--- src/rtl/usb_out_pkg.sv ---
package usb_out_pkg;

    localparam int FRAME_W = 16;

    // control/status bit positions
    localparam int B_RDY    = 0;
    localparam int B_NEMPTY = 1;
    localparam int B_ERR    = 2;
    localparam int B_FLUSH  = 3;
    localparam int B_STALL  = 5;
    localparam int B_CLRTOG = 6;
    localparam int B_NAKTO  = 7;
    localparam int B_TOG    = 8;
    localparam int B_TOGWE  = 9;
    localparam int B_FORCE  = 11;
    localparam int CSR_W    = 12;

    localparam logic [1:0] PROTO_INTR = 2'b11;

    typedef enum logic [1:0] {
        HS_ACK   = 2'd0,
        HS_NAK   = 2'd1,
        HS_STALL = 2'd2,
        HS_RSVD  = 2'd3
    } hs_code_e;

    typedef enum logic [1:0] {
        SQ_IDLE,
        SQ_ISSUE,
        SQ_WAIT,
        SQ_POLL
    } seq_state_e;

    typedef struct packed {
        logic ack;
        logic stall;
        logic nak_to;
        logic err;
        logic done;
    } seq_ev_t;

    function automatic logic limit_enabled(input logic [7:0] m);
        return m >= 8'd2;
    endfunction

    function automatic logic [FRAME_W-1:0] nak_limit(input logic [7:0] m);
        logic [7:0] e;
        e = (m > 8'd16) ? 8'd15 : (m - 8'd1);
        return FRAME_W'(1) << e;
    endfunction

endpackage

--- src/rtl/usb_out_budget.sv ---
module usb_out_budget
    import usb_out_pkg::*;
(
    input  logic       clk,
    input  logic       rst,
    input  logic       sof_i,
    input  logic       active_i,
    input  logic       clr_i,
    input  logic [7:0] interval_i,
    output logic       limit_hit_o
);
    logic [FRAME_W-1:0] fcnt_q;

    always_ff @(posedge clk) begin
        if (rst || clr_i)
            fcnt_q <= '0;
        else if (sof_i && active_i && fcnt_q != '1)
            fcnt_q <= fcnt_q + 1'b1;
    end

    assign limit_hit_o = limit_enabled(interval_i) && (fcnt_q >= nak_limit(interval_i));


    frame_step_chk: assert property (@(posedge clk) disable iff (rst)
        (fcnt_q != $past(fcnt_q)) |-> (fcnt_q == '0 || fcnt_q == $past(fcnt_q) + 1'b1));

endmodule

--- src/rtl/usb_out_seq.sv ---
module usb_out_seq
    import usb_out_pkg::*;
#(
    parameter int RESP_CYCLES = 16,
    parameter int MISS_LIMIT  = 3
) (
    input  logic       clk,
    input  logic       rst,
    input  logic       go_i,
    input  logic       is_intr_i,
    input  logic       sof_i,
    input  logic       hs_valid_i,
    input  logic [1:0] hs_code_i,
    input  logic       limit_hit_i,
    output logic       tok_req_o,
    output logic       busy_o,
    output logic       fc_clr_o,
    output seq_ev_t    ev_o
);
    localparam int TW = $clog2(RESP_CYCLES + 1);
    localparam int MW = $clog2(MISS_LIMIT + 1);
    localparam logic [TW-1:0] TMR_LAST  = TW'(RESP_CYCLES - 1);
    localparam logic [MW-1:0] MISS_LAST = MW'(MISS_LIMIT - 1);

    seq_state_e state_q, state_d;
    logic [TW-1:0] tmr_q, tmr_d;
    logic [MW-1:0] miss_q, miss_d;

    always_comb begin
        state_d  = state_q;
        tmr_d    = tmr_q;
        miss_d   = miss_q;
        fc_clr_o = 1'b0;
        ev_o     = '0;
        unique case (state_q)
            SQ_IDLE: begin
                if (go_i) begin
                    state_d  = SQ_ISSUE;
                    fc_clr_o = 1'b1;
                    miss_d   = '0;
                end
            end
            SQ_ISSUE: begin
                state_d = SQ_WAIT;
                tmr_d   = '0;
            end
            SQ_WAIT: begin
                if (hs_valid_i && hs_code_i != HS_RSVD) begin
                    ev_o.done = 1'b1;
                    miss_d    = '0;
                    case (hs_code_e'(hs_code_i))
                        HS_ACK: begin
                            ev_o.ack = 1'b1;
                            fc_clr_o = 1'b1;
                            state_d  = SQ_IDLE;
                        end
                        HS_STALL: begin
                            ev_o.stall = 1'b1;
                            state_d    = SQ_IDLE;
                        end
                        default: begin
                            if (!is_intr_i && limit_hit_i) begin
                                ev_o.nak_to = 1'b1;
                                state_d     = SQ_IDLE;
                            end else if (is_intr_i) begin
                                state_d = SQ_POLL;
                            end else begin
                                state_d = SQ_ISSUE;
                            end
                        end
                    endcase
                end else if (tmr_q == TMR_LAST) begin
                    ev_o.done = 1'b1;
                    if (miss_q == MISS_LAST) begin
                        ev_o.err = 1'b1;
                        state_d  = SQ_IDLE;
                    end else begin
                        miss_d  = miss_q + 1'b1;
                        state_d = SQ_ISSUE;
                    end
                end else begin
                    tmr_d = tmr_q + 1'b1;
                end
            end
            SQ_POLL: begin
                if (sof_i) state_d = SQ_ISSUE;
            end
            default: state_d = SQ_IDLE;
        endcase
    end

    always_ff @(posedge clk) begin
        if (rst) begin
            state_q <= SQ_IDLE;
            tmr_q   <= '0;
            miss_q  <= '0;
        end else begin
            state_q <= state_d;
            tmr_q   <= tmr_d;
            miss_q  <= miss_d;
        end
    end

    assign tok_req_o = (state_q == SQ_ISSUE);
    assign busy_o    = (state_q != SQ_IDLE);


    tok_pulse_chk: assert property (@(posedge clk) disable iff (rst)
        tok_req_o |=> !tok_req_o);


    intr_no_timeout_chk: assert property (@(posedge clk) disable iff (rst)
        is_intr_i |-> !ev_o.nak_to);


    one_outcome_chk: assert property (@(posedge clk) disable iff (rst)
        $onehot0({ev_o.ack, ev_o.stall, ev_o.nak_to, ev_o.err}));

endmodule

--- src/rtl/usb_out_csr.sv ---
module usb_out_csr
    import usb_out_pkg::*;
#(
    parameter int PKT_SLOTS = 2
) (
    input  logic             clk,
    input  logic             rst,
    input  logic             wr_i,
    input  logic [CSR_W-1:0] wdata_i,
    input  logic             fifo_load_i,
    input  seq_ev_t          ev_i,
    output logic [CSR_W-1:0] rdata_o,
    output logic             rdy_o,
    output logic             halted_o,
    output logic             tog_o,
    output logic             irq_o
);
    localparam int CW = $clog2(PKT_SLOTS + 1);
    localparam logic [CW-1:0] CNT_MAX = CW'(PKT_SLOTS);

    logic rdy_q, err_q, stall_q, nakto_q, tog_q, force_q;
    logic [CW-1:0] cnt_q;
    logic set_rdy, flush, dec, unused_wbits;

    assign set_rdy      = wr_i && wdata_i[B_RDY];
    assign flush        = wr_i && wdata_i[B_FLUSH];
    assign dec          = ev_i.ack || flush;
    assign unused_wbits = ^{wdata_i[B_NEMPTY], wdata_i[4], wdata_i[10]};

    always_ff @(posedge clk) begin
        if (rst) begin
            rdy_q   <= 1'b0;
            err_q   <= 1'b0;
            stall_q <= 1'b0;
            nakto_q <= 1'b0;
            tog_q   <= 1'b0;
            force_q <= 1'b0;
            cnt_q   <= '0;
            irq_o   <= 1'b0;
        end else begin
            rdy_q   <= (rdy_q && !ev_i.ack && !flush) || set_rdy;
            err_q   <= (err_q   && !(wr_i && !wdata_i[B_ERR]))   || ev_i.err;
            stall_q <= (stall_q && !(wr_i && !wdata_i[B_STALL])) || ev_i.stall;
            nakto_q <= (nakto_q && !(wr_i && !wdata_i[B_NAKTO])) || ev_i.nak_to;
            if (wr_i) force_q <= wdata_i[B_FORCE];
            if (wr_i && wdata_i[B_CLRTOG])
                tog_q <= 1'b0;
            else if (wr_i && wdata_i[B_TOGWE])
                tog_q <= wdata_i[B_TOG];
            else if (force_q ? ev_i.done : ev_i.ack)
                tog_q <= !tog_q;
            if (fifo_load_i && !dec && cnt_q < CNT_MAX)
                cnt_q <= cnt_q + 1'b1;
            else if (dec && !fifo_load_i && cnt_q != '0)
                cnt_q <= cnt_q - 1'b1;
            irq_o <= ev_i.ack || ev_i.stall || ev_i.err || ev_i.nak_to;
        end
    end

    always_comb begin
        rdata_o           = '0;
        rdata_o[B_RDY]    = rdy_q;
        rdata_o[B_NEMPTY] = (cnt_q != '0);
        rdata_o[B_ERR]    = err_q;
        rdata_o[B_STALL]  = stall_q;
        rdata_o[B_NAKTO]  = nakto_q;
        rdata_o[B_TOG]    = tog_q;
        rdata_o[B_FORCE]  = force_q;
    end

    assign rdy_o    = rdy_q;
    assign halted_o = err_q || stall_q || nakto_q;
    assign tog_o    = tog_q;


    fifo_bound_chk: assert property (@(posedge clk) disable iff (rst)
        cnt_q <= CNT_MAX);


    ack_clears_rdy_chk: assert property (@(posedge clk) disable iff (rst)
        (ev_i.ack && !set_rdy) |=> !rdy_q);


    err_irq_chk: assert property (@(posedge clk) disable iff (rst)
        $rose(err_q) |-> irq_o);

endmodule

--- src/rtl/usb_host_out_seq.sv ---
module usb_host_out_seq
    import usb_out_pkg::*;
#(
    parameter int RESP_CYCLES = 16,
    parameter int MISS_LIMIT  = 3,
    parameter int PKT_SLOTS   = 2
) (
    input  logic        clk,
    input  logic        rst,
    input  logic        csr_wr,
    input  logic [11:0] csr_wdata,
    output logic [11:0] csr_rdata,
    input  logic [1:0]  cfg_proto,
    input  logic [7:0]  cfg_interval,
    input  logic        fifo_load,
    input  logic        sof,
    output logic        tok_req,
    output logic        tok_data1,
    input  logic        hs_valid,
    input  logic [1:0]  hs_code,
    output logic        irq
);
    seq_ev_t ev;
    logic rdy, halted, tog, busy, fc_clr, limit_hit, is_intr;

    assign is_intr = (cfg_proto == PROTO_INTR);

    usb_out_csr #(.PKT_SLOTS(PKT_SLOTS)) csr_i (
        .clk(clk), .rst(rst), .wr_i(csr_wr), .wdata_i(csr_wdata),
        .fifo_load_i(fifo_load), .ev_i(ev), .rdata_o(csr_rdata),
        .rdy_o(rdy), .halted_o(halted), .tog_o(tog), .irq_o(irq)
    );

    usb_out_budget budget_i (
        .clk(clk), .rst(rst), .sof_i(sof), .active_i(busy),
        .clr_i(fc_clr), .interval_i(cfg_interval), .limit_hit_o(limit_hit)
    );

    usb_out_seq #(.RESP_CYCLES(RESP_CYCLES), .MISS_LIMIT(MISS_LIMIT)) seq_i (
        .clk(clk), .rst(rst), .go_i(rdy && !halted), .is_intr_i(is_intr),
        .sof_i(sof), .hs_valid_i(hs_valid), .hs_code_i(hs_code),
        .limit_hit_i(limit_hit), .tok_req_o(tok_req), .busy_o(busy),
        .fc_clr_o(fc_clr), .ev_o(ev)
    );

    assign tok_data1 = tog;


    halt_blocks_tok_chk: assert property (@(posedge clk) disable iff (rst)
        halted |-> !tok_req);

endmodule

--- config.mk ---
export PLATFORM = sky130hd
export DESIGN_NAME = usb_host_out_seq
export DESIGN_NICKNAME = d
export VERILOG_FILES = /design/src/rtl/usb_out_pkg.sv /design/src/rtl/usb_out_budget.sv /design/src/rtl/usb_out_seq.sv /design/src/rtl/usb_out_csr.sv /design/src/rtl/usb_host_out_seq.sv
export SDC_FILE = /design/constraint.sdc
export NUM_CORES = 1
export LEC_CHECK = 0
export ABC_AREA = 1
export ABC_CLOCK_PERIOD_IN_PS = 2100
export BUFFER_PORTS_ARGS = -buffer_cell sky130_fd_sc_hd__buf_4
export CAP_MARGIN = 20
export CORE_MARGIN = 2
export CORE_UTILIZATION = 43
export CTS_CLUSTER_SIZE = 14
export DETAILED_ROUTE_END_ITERATION = 10
export PLACE_DENSITY = 0.73
export REMOVE_ABC_BUFFERS = 1
export SYNTH_ARGS = -nofsm -noshare
export SYNTH_HDL_FRONTEND = slang
export SYNTH_SLANG_ARGS = --single-unit
--- constraint.sdc ---
create_clock -name clk -period 2.1 [get_ports clk]
set_input_delay 0 -clock clk [delete_from_list [all_inputs] [get_ports clk]]
set_output_delay 0 -clock clk [all_outputs]
set_load 0.1 [all_outputs]
==> results_dict.tcl, run 1 <==
set metrics [dict create \
    run_status "finished, violations left" \
    failed_checks "negative setup slack" \
    drive_above_1_share 0.2196 \
    most_area_consuming_cells_after_synthesis "sky130_fd_sc_hd__dfxtp_1 (26%), sky130_fd_sc_hd__nand2_1 (14%), sky130_fd_sc_hd__ha_1 (12%), sky130_fd_sc_hd__inv_1 (7.4%), sky130_fd_sc_hd__a21oi_1 (6.3%)" \
    detailroute.via_count 2794 \
    hold_class "input pin to flip-flop" \
    yosysTopAreaCell "sky130_fd_sc_hd__dfxtp_1" \
    drtAntennaViolNets 0 \
    syn_avg_cell_area_um2 6.628 \
    number_of_flops_mapped_to_enable_cells_by_yosys 0 \
    boundaryPins 45 \
    cts_made_buffers 5 \
    cap_viol_max_count 0 \
    worst_hold_startpoint "fifo_load" \
    whs_endpoint "csr_i.cnt_q[1]" \
    async_flop_share 0 \
    globalRouteTotalUtil 0.2097 \
    synth_seq_area_share 0.2587 \
    yosys_most_used_dff "sky130_fd_sc_hd__dfxtp_1" \
    clock.fmax_mhz 434.1 \
    power_density_mw_per_mm2 710.7 \
    grt_max_degree 14 \
    dieWidth_um 82.23 \
    layoutNonFillerInstCount 544 \
    synth_cell_types 36 \
    global_route_wire_length_before_repair_mm 11.06 \
    grt_remaining_overflow 0 \
    drt_first_iter_violations 106 \
    chipHeight_um 82.23 \
    worst_hold_path.num_cells 3 \
    nets 524 \
    timing.critical_path.from_type "input pin" \
    drt-pass1-iter-count 4 \
    yosysWarningCount 0 \
    post-synth-top-count-cell "sky130_fd_sc_hd__nand2_1" \
    hold_ws_ns 0.02904 \
    post-route-worst-setup-slack_ns -0.2039 \
    post_synth_top_area_share 0.2587 \
    tritoncts "built" \
    cts-root-to-sink-buffers 2 \
    tritoncts_num_sinks 34 \
    detail_route.wirelength_mm 6.782 \
    clock_insertion_delay_worst_skew_ns 0.29 \
    postSynthCellCount 397 \
    fin_util 0.5820 \
    placed_cells_incl_taps 522 \
    leakage_nw 1.546 \
    grt_pass1_vias 2577 \
    vdd_drop_max_uv 613.4 \
    flow.area_growth_from_synthesis_pct 30.96 \
    antenna_found_initial 0 \
    crit_arrival_ns 2.47 \
    h-tree-depth 2 \
    wl_per_cell_um 12.47 \
    critPathKind "input pin to flip-flop" \
    timing.final.crit_period_ns 2.304 \
    n_fill_cell 526 \
    synthTopCellsByCount "sky130_fd_sc_hd__nand2_1 (100), sky130_fd_sc_hd__inv_1 (52), sky130_fd_sc_hd__nor2_1 (40)" \
    antenna_cells 0 \
    worst-r2r-cell-count 9 \
    setup_violations 3 \
    detailed_place_hpwl_mm 5.055 \
    ff2ff_setup_slack_ns 0.19 \
    hold_viol_final 0 \
    fin_worst_skew_ns 0.008885 \
    capture_point_of_the_worst_reg_to_reg_path "csr_i.cnt_q[0]" \
    clkSlewWorstSetupHoldPaths_ns 0.08 \
    floorplan.die_area_mm2 0.006761 \
    critPathRequiredTime_ns 2.27 \
    critPathMaxFanout 3 \
    timing_max_transition_violations_final 0 \
    num_rows 28 \
    synth_area_mm2 0.002631 \
    core-area_mm2 0.005921 \
    detail_route.drc_violations 0 \
    via_per_inst 5.136 \
    start_util 0.4444 \
    rsz0062_at_grt "yes" \
    root_buffer "sky130_fd_sc_hd__clkbuf_8" \
    gp_congestion 0.9306 \
    port_buffers 36 \
    critPathCaptureType "flip-flop" \
    regToRegStartpoint "seq_i.state_q[0]" \
    ys_seq_elements 34 \
    min_period_over_period 1.097 \
]
through the flow:
step	TNS (ns)	worst slack [ns]	instance area (um2)	total power (W)
2_1_floorplan	-0.1913	-0.1126	2540	0.001408
3_3_place_gp	-0.7501	-0.2882	3092	0.001654
3_5_place_dp	-1.062	-0.3944	3092	0.001670
4_1_cts	-0.1340	-0.09888	3381	0.002434
5_1_grt	-1.054	-0.3926	3446	0.002596
6_report	-0.4327	-0.2039	3446	0.002449
per-layer routing:
| metal | global-route usage | wire length, um |
|---|---|---|
| met1 | 0.2371 | 2850 |
| met2 | 0.3992 | 3418 |
| met3 | 0.04130 | 430 |
| met4 | 0.05000 | 82 |
| met5 | 0 | 0 |
state kept, by name, indices dropped and copies added (netlist names):
name             cells
csr_i.tog_o          1
seq_i.state_q        2
csr_i.nakto_q        1
budget_i.fcnt_q     16
seq_i.tmr_q          5
csr_i.rdy_o          1
csr_i.stall_q        1
csr_i.irq_o          1
csr_i.cnt_q          2
csr_i.err_q          1
csr_i.force_q        1
seq_i.miss_q         2
layout by cell type (no fill, tap or decap), types with 4 or more instances in the layout:
cell type / synthesis / layout
sky130_fd_sc_hd__nand4_1: 10 / 10
sky130_fd_sc_hd__nor2_1: 40 / 36
sky130_fd_sc_hd__o21ai_0: 21 / 21
sky130_fd_sc_hd__nor3_1: 9 / 9
sky130_fd_sc_hd__nor2_2: 2 / 6
sky130_fd_sc_hd__xor2_1: 6 / 6
sky130_fd_sc_hd__xnor2_1: 7 / 6
sky130_fd_sc_hd__buf_4: 11 / 66
sky130_fd_sc_hd__nand3_1: 14 / 13
sky130_fd_sc_hd__clkbuf_8: 0 / 5
sky130_fd_sc_hd__ha_1: 26 / 24
sky130_fd_sc_hd__a21oi_1: 33 / 32
sky130_fd_sc_hd__nand2_1: 100 / 97
sky130_fd_sc_hd__inv_1: 52 / 50
sky130_fd_sc_hd__conb_1: 1 / 5
sky130_fd_sc_hd__dlygate4sd3_1: 0 / 7
sky130_fd_sc_hd__dfxtp_1: 34 / 34
sky130_fd_sc_hd__a31oi_1: 4 / 4
sky130_fd_sc_hd__nand2_2: 1 / 4
critical path, stage by stage:
cell	delay (ns)
sky130_fd_sc_hd__buf_4	0.13
sky130_fd_sc_hd__nor2_4	0.15
sky130_fd_sc_hd__nand2_2	0.09
sky130_fd_sc_hd__a21oi_4	0.17
sky130_fd_sc_hd__inv_2	0.07
sky130_fd_sc_hd__nor4_4	0.33
sky130_fd_sc_hd__nand2_1	0.14
sky130_fd_sc_hd__nor2_2	0.14
sky130_fd_sc_hd__buf_4	0.11
sky130_fd_sc_hd__nand2_1	0.05
sky130_fd_sc_hd__ha_1	0.27
sky130_fd_sc_hd__nand2_1	0.08
sky130_fd_sc_hd__nor3_1	0.25
sky130_fd_sc_hd__nand2_1	0.11
sky130_fd_sc_hd__nand2_2	0.08
sky130_fd_sc_hd__nand2_2	0.05
sky130_fd_sc_hd__nand2_1	0.05
sky130_fd_sc_hd__nand2_1	0.05
sky130_fd_sc_hd__nand2_1	0.09
sky130_fd_sc_hd__a21oi_2	0.06
kinds of logic after synthesis:
group	count (synthesis)	share of synthesized area
AOI/OAI and AO/OA	70	0.1503
xor gates and xnor gates	13	0.04327
adders and majority gates	26	0.1236
buffers and inverters	69	0.1175
DFF	34	0.2587
other	1	0.001425
and+or+nand+nor	184	0.3053
repair_timing:
item / in CTS / in global routing
pin swaps: 13 / 10
buffers inserted: 3 / 4
endpoints found under the setup margin: 3 / 3
hold endpoints to repair: 12 / 0
gates resized for setup: 16 / 9
hold buffers: 7 / 0
how the worst max path moves through the flow:
stage	end	startpoint	slack [ns]	cells past startpoint
5_1_grt	seq_i.state_q[0]	cfg_interval[3]	-0.39	20
3_3_place_gp	seq_i.state_q[0]	cfg_interval[0]	-0.29	24
4_1_cts	seq_i.state_q[0]	cfg_interval[1]	-0.1	24
3_5_place_dp	seq_i.state_q[0]	cfg_interval[0]	-0.39	24
6_report	seq_i.state_q[0]	cfg_interval[3]	-0.20	20
2_1_floorplan	seq_i.state_q[0]	cfg_interval[0]	-0.11	22
area by class of cell:
cell class | count | area, um2 | area share
Multi-Input combinational cell | 298 | 1729 | 0.5018
Sequential cell | 34 | 680.7 | 0.1975
Timing Repair Buffer | 75 | 591.8 | 0.1718
Inverter | 54 | 212.7 | 0.06173
Tap cell | 75 | 93.84 | 0.02723
Clock buffer | 5 | 68.82 | 0.01997
Clock inverter | 3 | 68.82 | 0.01997
power by group:
group	internal, W	total [W]	switching, W
Clock	0.000476	0.000732	0.000257
Sequential	0.000694	0.000734	0.0000396
Combinational	0.000315	0.000983	0.000668
Power figures use the tool's default switching activity.
==> run 2: changes to the inputs <==
- CTS_BUF_LIST: default -> sky130_fd_sc_hd__clkbuf_4
==> run 2 against run 1 <==
Against the previous run: the run still ends with negative setup slack left; fmax up 3.0%; cell count increased by 1.3%; via count up 1.4%; critical path depth is the same; combinational power is 1% higher; clock power decreased by 16%; sequential share of layout area is 0.22 points lower; critical path type unchanged; critical endpoint unchanged; largest cell class unchanged.
==> results_dict.tcl, run 2 (synthesized netlist as in run 1, its figures left out) <==
set metrics [dict create \
    timing_max_transition_violations_final 0 \
    hold_class "input pin to flip-flop" \
    grt_max_degree 14 \
    boundaryPins 45 \
    clock.fmax_mhz 447.2 \
    detailed_place_hpwl_mm 5.055 \
    gp_congestion 0.9306 \
    nets 531 \
    critPathCaptureType "flip-flop" \
    power.share.sequential 0.313 \
    multi_input_comb_area_mm2 0.001729 \
    wl_per_cell_um 12.58 \
    critPathMaxFanout 3 \
    critPathKind "input pin to flip-flop" \
    reg_top3 "budget_i.fcnt_q: 16 flops, seq_i.tmr_q: 5 flops" \
    critPathSlowestCell "sky130_fd_sc_hd__nor4_4" \
    via_per_inst 5.143 \
    root_buffer "sky130_fd_sc_hd__clkbuf_4" \
    detailroute.via_count 2834 \
    grt_remaining_overflow 0 \
    layout.cells.most_common_list "sky130_fd_sc_hd__nand2_1 (97), sky130_fd_sc_hd__buf_4 (66), sky130_fd_sc_hd__inv_1 (50), sky130_fd_sc_hd__nor2_1 (36), sky130_fd_sc_hd__dfxtp_1 (34)" \
    crit_arrival_ns 2.47 \
    clkSlewWorstSetupHoldPaths_ns 0.11 \
    drive_above_1_share 0.2164 \
    critPathMostFrequentCell "sky130_fd_sc_hd__nand2_1" \
    tritoncts_num_sinks 34 \
    layoutNonFillerInstCount 551 \
    cts_made_buffers 5 \
    failed_checks "negative setup slack" \
    vdd_drop_max_uv 595.0 \
    post-route-worst-setup-slack_ns -0.1363 \
    worstPathCellList "buf_4, nor2_4, nand2_2, a21oi_4, inv_2, nor4_4, nand2_1, nor2_2, buf_4, nand2_1, ha_1, nand2_1, nor3_1, nand2_1, nand2_2, nand2_2, nand2_1, nand2_1, nand2_1, a21oi_2" \
    drt-pass1-iter-count 4 \
    cap_viol_max_count 0 \
    timing.final.crit_period_ns 2.236 \
    detail_route.drc_violations 0 \
    fin_worst_skew_ns 0.01189 \
    placed_cells_incl_taps 522 \
    regToRegStartpoint "seq_i.state_q[0]" \
    antenna_found_initial 0 \
    drtAntennaViolNets 0 \
    internal-power_w 0.001390 \
    num_rows 28 \
    critPathRequiredTime_ns 2.33 \
    chipHeight_um 82.23 \
    top_register_by_number_of_flip_flops "budget_i.fcnt_q" \
    core-area_mm2 0.005921 \
    grt_pass1_vias 2636 \
    global_route_wire_length_before_repair_mm 11.35 \
    floorplan.die_area_mm2 0.006761 \
    worst_setup_path_startpoint "cfg_interval[3]" \
    tritoncts "built" \
    detail_route.wirelength_mm 6.932 \
    layout.cells.most_common "sky130_fd_sc_hd__nand2_1" \
    worst_hold_startpoint "csr_wr" \
    antenna_cells 0 \
    critical_path_buf_inv_count 3 \
    hold_viol_final 0 \
    rsz0062_at_grt "yes" \
    total_switching_power_w 0.0009574 \
    globalRouteTotalUtil 0.2159 \
    cp_slowest_stage_delay_ns 0.33 \
    port_buffers 36 \
    cp_top_family "simple AND/OR/NAND/NOR gates" \
    fin_tns_setup_ns -0.2397 \
    flow.area_growth_from_synthesis_pct 32.43 \
    power_density_mw_per_mm2 673.5 \
    power.share.switching 0.4079 \
    timing.critical_path.from_type "input pin" \
    clock_insertion_delay_worst_skew_ns 0.35 \
    pwr-share-comb 0.424 \
    run_status "finished, violations left" \
    drt_first_iter_violations 92 \
    start_util 0.4444 \
    dieWidth_um 82.23 \
    largest_register_ffs 16 \
    min_period_over_period 1.065 \
    h-tree-depth 2 \
    register_area_um2 680.7 \
    cts-root-to-sink-buffers 2 \
    leakage_nw 1.564 \
    n_fill_cell 521 \
    setup_violations 3 \
    clockPowerShare 0.263 \
]
## run 2: through the flow
stage / hold WS (ns) / utilization / instance area (um2) / power (W) / setup WS (ns)
2_1_floorplan: 0.06907 / - / 2540 / 0.001408 / -0.1126
3_3_place_gp: 0.2731 / 0.5222 / 3092 / 0.001654 / -0.2882
3_5_place_dp: 0.2752 / 0.5222 / 3092 / 0.001670 / -0.3944
4_1_cts: 0.008043 / 0.5776 / 3420 / 0.002329 / -0.03945
5_1_grt: 0.01921 / 0.5885 / 3485 / 0.002493 / -0.3230
6_report: 0.01688 / 0.5885 / 3485 / 0.002347 / -0.1363
## run 2: power groups by stage
stage | Combinational, W | Clock, W | Sequential (W)
detailed placement | 0.000922 | 0 | 0.000748
finish | 0.000995 | 0.000618 | 0.000734
CTS | 0.000964 | 0.000632 | 0.000733
global route | 0.00109 | 0.000663 | 0.000741
global placement | 0.000907 | 0 | 0.000747
floorplan | 0.000607 | 0 | 0.000801
## run 2: per-layer routing
layer / GRT usage / wire length (um) / up-vias
li1: - / - / 1443
met1: 0.2410 / 2971 / 1296
met2: 0.4153 / 3491 / 80
met3: 0.04239 / 353 / 15
met4: 0.05000 / 115 / 0
met5: 0 / 0 / -
## run 2: cell type report
cell class	count	area share
clock inverters	3	0.01975
inverters	54	0.06104
repair buffers	82	0.1899
multi-input cells	298	0.4962
flip-flops and latches	34	0.1953
clock buffers	5	0.01077
well taps	75	0.02693
## run 2: path summary, 6_finish.rpt
path | end | slack, ns | cells after the start
max | seq_i.state_q[0] | -0.14 | 20
min | csr_i.force_q | 0.02 | 3
max reg2reg | csr_i.cnt_q[0] | 0.17 | 9
min reg2reg | csr_i.cnt_q[0] | 0.46 | 1
## run 2: worst min-delay path, stage by stage
cell	delay [ns]
sky130_fd_sc_hd__buf_4	0.11
sky130_fd_sc_hd__inv_1	0.08
sky130_fd_sc_hd__a21oi_1	0.14
## run 2: what timing repair did
item / 4_1_cts / 5_1_grt
hold buffers: 14 / 0
pin swaps: 13 / 10
resized for setup: 16 / 9
hold endpoints to repair: 12 / 0
buffers inserted: 3 / 4
setup endpoints to repair: 1 / 3
gates cloned: 0 / 0
==> run 3: changes to the inputs <==
- SETUP_SLACK_MARGIN: default -> 0.1
==> run 3 against run 2 <==
Against the previous run: fmax fell by 0.14%; critical path type unchanged; critical path depth did not move; clock power rose by 1%; non-clock buffer count rose by 1; clock skew fell by 0.0031 ns; largest cell class unchanged; cell area rose by 0.83%; the run still ends with negative setup slack left; highest routed layer unchanged; critical endpoint unchanged; clock-buffer cell count did not move; first-iteration DRC count rose by 4.3%.
==> results_dict.tcl, run 3 (synthesized netlist as in run 1, its figures left out) <==
set metrics [dict create \
    tritoncts_num_sinks 34 \
    clock.fmax_mhz 446.5 \
    num_rows 28 \
    port_buffers 36 \
    cap_viol_max_count 0 \
    met2_usage 0.4153 \
    global_route_wire_length_before_repair_mm 11.35 \
    dieWidth_um 82.23 \
    gp_congestion 0.9306 \
    via_per_inst 5.132 \
    clockPowerShare 0.263 \
    drive_above_1_share 0.2285 \
    tritoncts "built" \
    largest_register_ffs 16 \
    failed_checks "negative setup slack" \
    grt_pass1_vias 2636 \
    power.share.sequential 0.311 \
    detail_route.wirelength_mm 6.993 \
    crit_arrival_ns 2.48 \
    hold_class "input pin to flip-flop" \
    clock_insertion_delay_worst_skew_ns 0.35 \
    power_density_mw_per_mm2 674.4 \
    rsz0062_at_grt "yes" \
    design_area_mm2 0.003513 \
    floorplan.die_area_mm2 0.006761 \
    leakage_nw 1.569 \
    reg_top3 "budget_i.fcnt_q: 16 flops, seq_i.tmr_q: 5 flops" \
    post-route-worst-setup-slack_ns -0.1394 \
    drtAntennaViolNets 0 \
    pwr-share-comb 0.426 \
    wl_per_cell_um 12.67 \
    antenna_found_initial 0 \
    boundaryPins 45 \
    clkSlewWorstSetupHoldPaths_ns 0.11 \
    power.share.switching 0.4105 \
    drt-pass1-iter-count 4 \
    critPathMaxFanout 3 \
    h-tree-depth 2 \
    fin_tns_setup_ns -0.2607 \
    total_switching_power_w 0.0009725 \
    vdd_drop_max_uv 602.2 \
    layout.cells.most_common_list "sky130_fd_sc_hd__nand2_1 (97), sky130_fd_sc_hd__buf_4 (66), sky130_fd_sc_hd__inv_1 (50), sky130_fd_sc_hd__nor2_1 (36), sky130_fd_sc_hd__dfxtp_1 (32)" \
    critPathCaptureType "flip-flop" \
    internal-power_w 0.001397 \
    chipHeight_um 82.23 \
    top_register_by_number_of_flip_flops "budget_i.fcnt_q" \
    timing.critical_path.from_type "input pin" \
    grt_max_degree 14 \
    global_route.peak_usage_layer "met2" \
    flow.area_growth_from_synthesis_pct 33.52 \
    detailroute.via_count 2833 \
    met3_usage 0.04239 \
    detail_route.drc_violations 0 \
    start_util 0.4444 \
    timing.final.crit_period_ns 2.239 \
    cts-root-to-sink-buffers 2 \
    cts_made_buffers 5 \
    timing_max_transition_violations_final 0 \
    layout.cells.most_common "sky130_fd_sc_hd__nand2_1" \
    run_status "finished, violations left" \
    min_period_over_period 1.066 \
    critPathKind "input pin to flip-flop" \
    gr-usage-met1 0.2410 \
    fin_worst_skew_ns 0.008792 \
    hold_viol_final 0 \
    globalRouteTotalUtil 0.2159 \
    detailed_place_hpwl_mm 5.055 \
    dpl-instance-area_mm2 0.003092 \
    nets 532 \
    critPathRequiredTime_ns 2.34 \
    core-area_mm2 0.005921 \
    drt_first_iter_violations 96 \
    report.power.total_w 0.002369 \
    root_buffer "sky130_fd_sc_hd__clkbuf_4" \
    pre_cts_setup_slack_ns -0.3944 \
    setup_violations 3 \
    antenna_cells 0 \
    grt_remaining_overflow 0 \
]
run 3: path summary, 6_finish.rpt:
check        depth (start not counted)        startpoint  slack [ns]          endpoint
max                                 20   cfg_interval[3]       -0.14  seq_i.state_q[0]
min                                  4        hs_code[0]        0.01       csr_i.irq_o
max reg2reg                         10  seq_i.state_q[0]        0.26    seq_i.tmr_q[3]
min reg2reg                          1    csr_i.cnt_q[0]        0.46    csr_i.cnt_q[0]
run 3: final cells by class:
type	count	area, um2
inverters	54	212.7
clock inverters	3	68.82
well taps	75	93.84
clock buffers	5	37.54
flip-flops and latches	34	683.2
fillers	513	2407
repair buffers	83	671.9
multi-input cells	298	1745
run 3: worst max-delay path: stages:
cell,delay [ns]
sky130_fd_sc_hd__buf_4,0.13
sky130_fd_sc_hd__nor2_4,0.15
sky130_fd_sc_hd__nand2_2,0.09
sky130_fd_sc_hd__a21oi_4,0.17
sky130_fd_sc_hd__inv_2,0.07
sky130_fd_sc_hd__nor4_4,0.33
sky130_fd_sc_hd__nand2_1,0.14
sky130_fd_sc_hd__nor2_2,0.14
sky130_fd_sc_hd__buf_4,0.11
sky130_fd_sc_hd__nand2_1,0.05
sky130_fd_sc_hd__ha_1,0.27
sky130_fd_sc_hd__nand2_1,0.08
sky130_fd_sc_hd__nor3_1,0.26
sky130_fd_sc_hd__nand2_1,0.11
sky130_fd_sc_hd__nand2_2,0.08
sky130_fd_sc_hd__nand2_2,0.05
sky130_fd_sc_hd__nand2_1,0.05
sky130_fd_sc_hd__nand2_1,0.05
sky130_fd_sc_hd__nand2_1,0.09
sky130_fd_sc_hd__a21oi_2,0.06
run 3: power by group through the flow:
stage          combinational [W]  sequential, W  clock, W
2_1_floorplan           0.000607       0.000801         0
3_5_place_dp            0.000922       0.000748         0
6_report                 0.00101       0.000737  0.000624
4_1_cts                 0.000964       0.000733  0.000632
3_3_place_gp            0.000907       0.000747         0
5_1_grt                  0.00110       0.000743  0.000663
run 3: per-stage QoR:
| step | util | std cells | hold WS (ns) |
|---|---|---|---|
| after floorplan | - | 386 | 0.06907 |
| after global placement | 0.5222 | 522 | 0.2731 |
| after detailed placement | 0.5222 | 522 | 0.2752 |
| after CTS | 0.5776 | 547 | 0.008043 |
| after global routing | 0.5934 | 552 | 0.008636 |
| final | 0.5934 | 552 | 0.01386 |
run 3: timing repair:
| item | in CTS | in global routing |
|---|---|---|
| gates resized for setup | 16 | 16 |
| hold buffers | 14 | 1 |
| endpoints found under the setup margin | 3 | 8 |
| hold endpoints to repair | 12 | 1 |
| cloned | 0 | 0 |
| pin swaps | 13 | 10 |
| buffers inserted | 3 | 4 |
run 3: layer usage:
metal	share of wire	up-vias
met5	0	-
met4	0.013	0
met3	0.050	11
met2	0.50	77
met1	0.44	1300
li1	-	1445
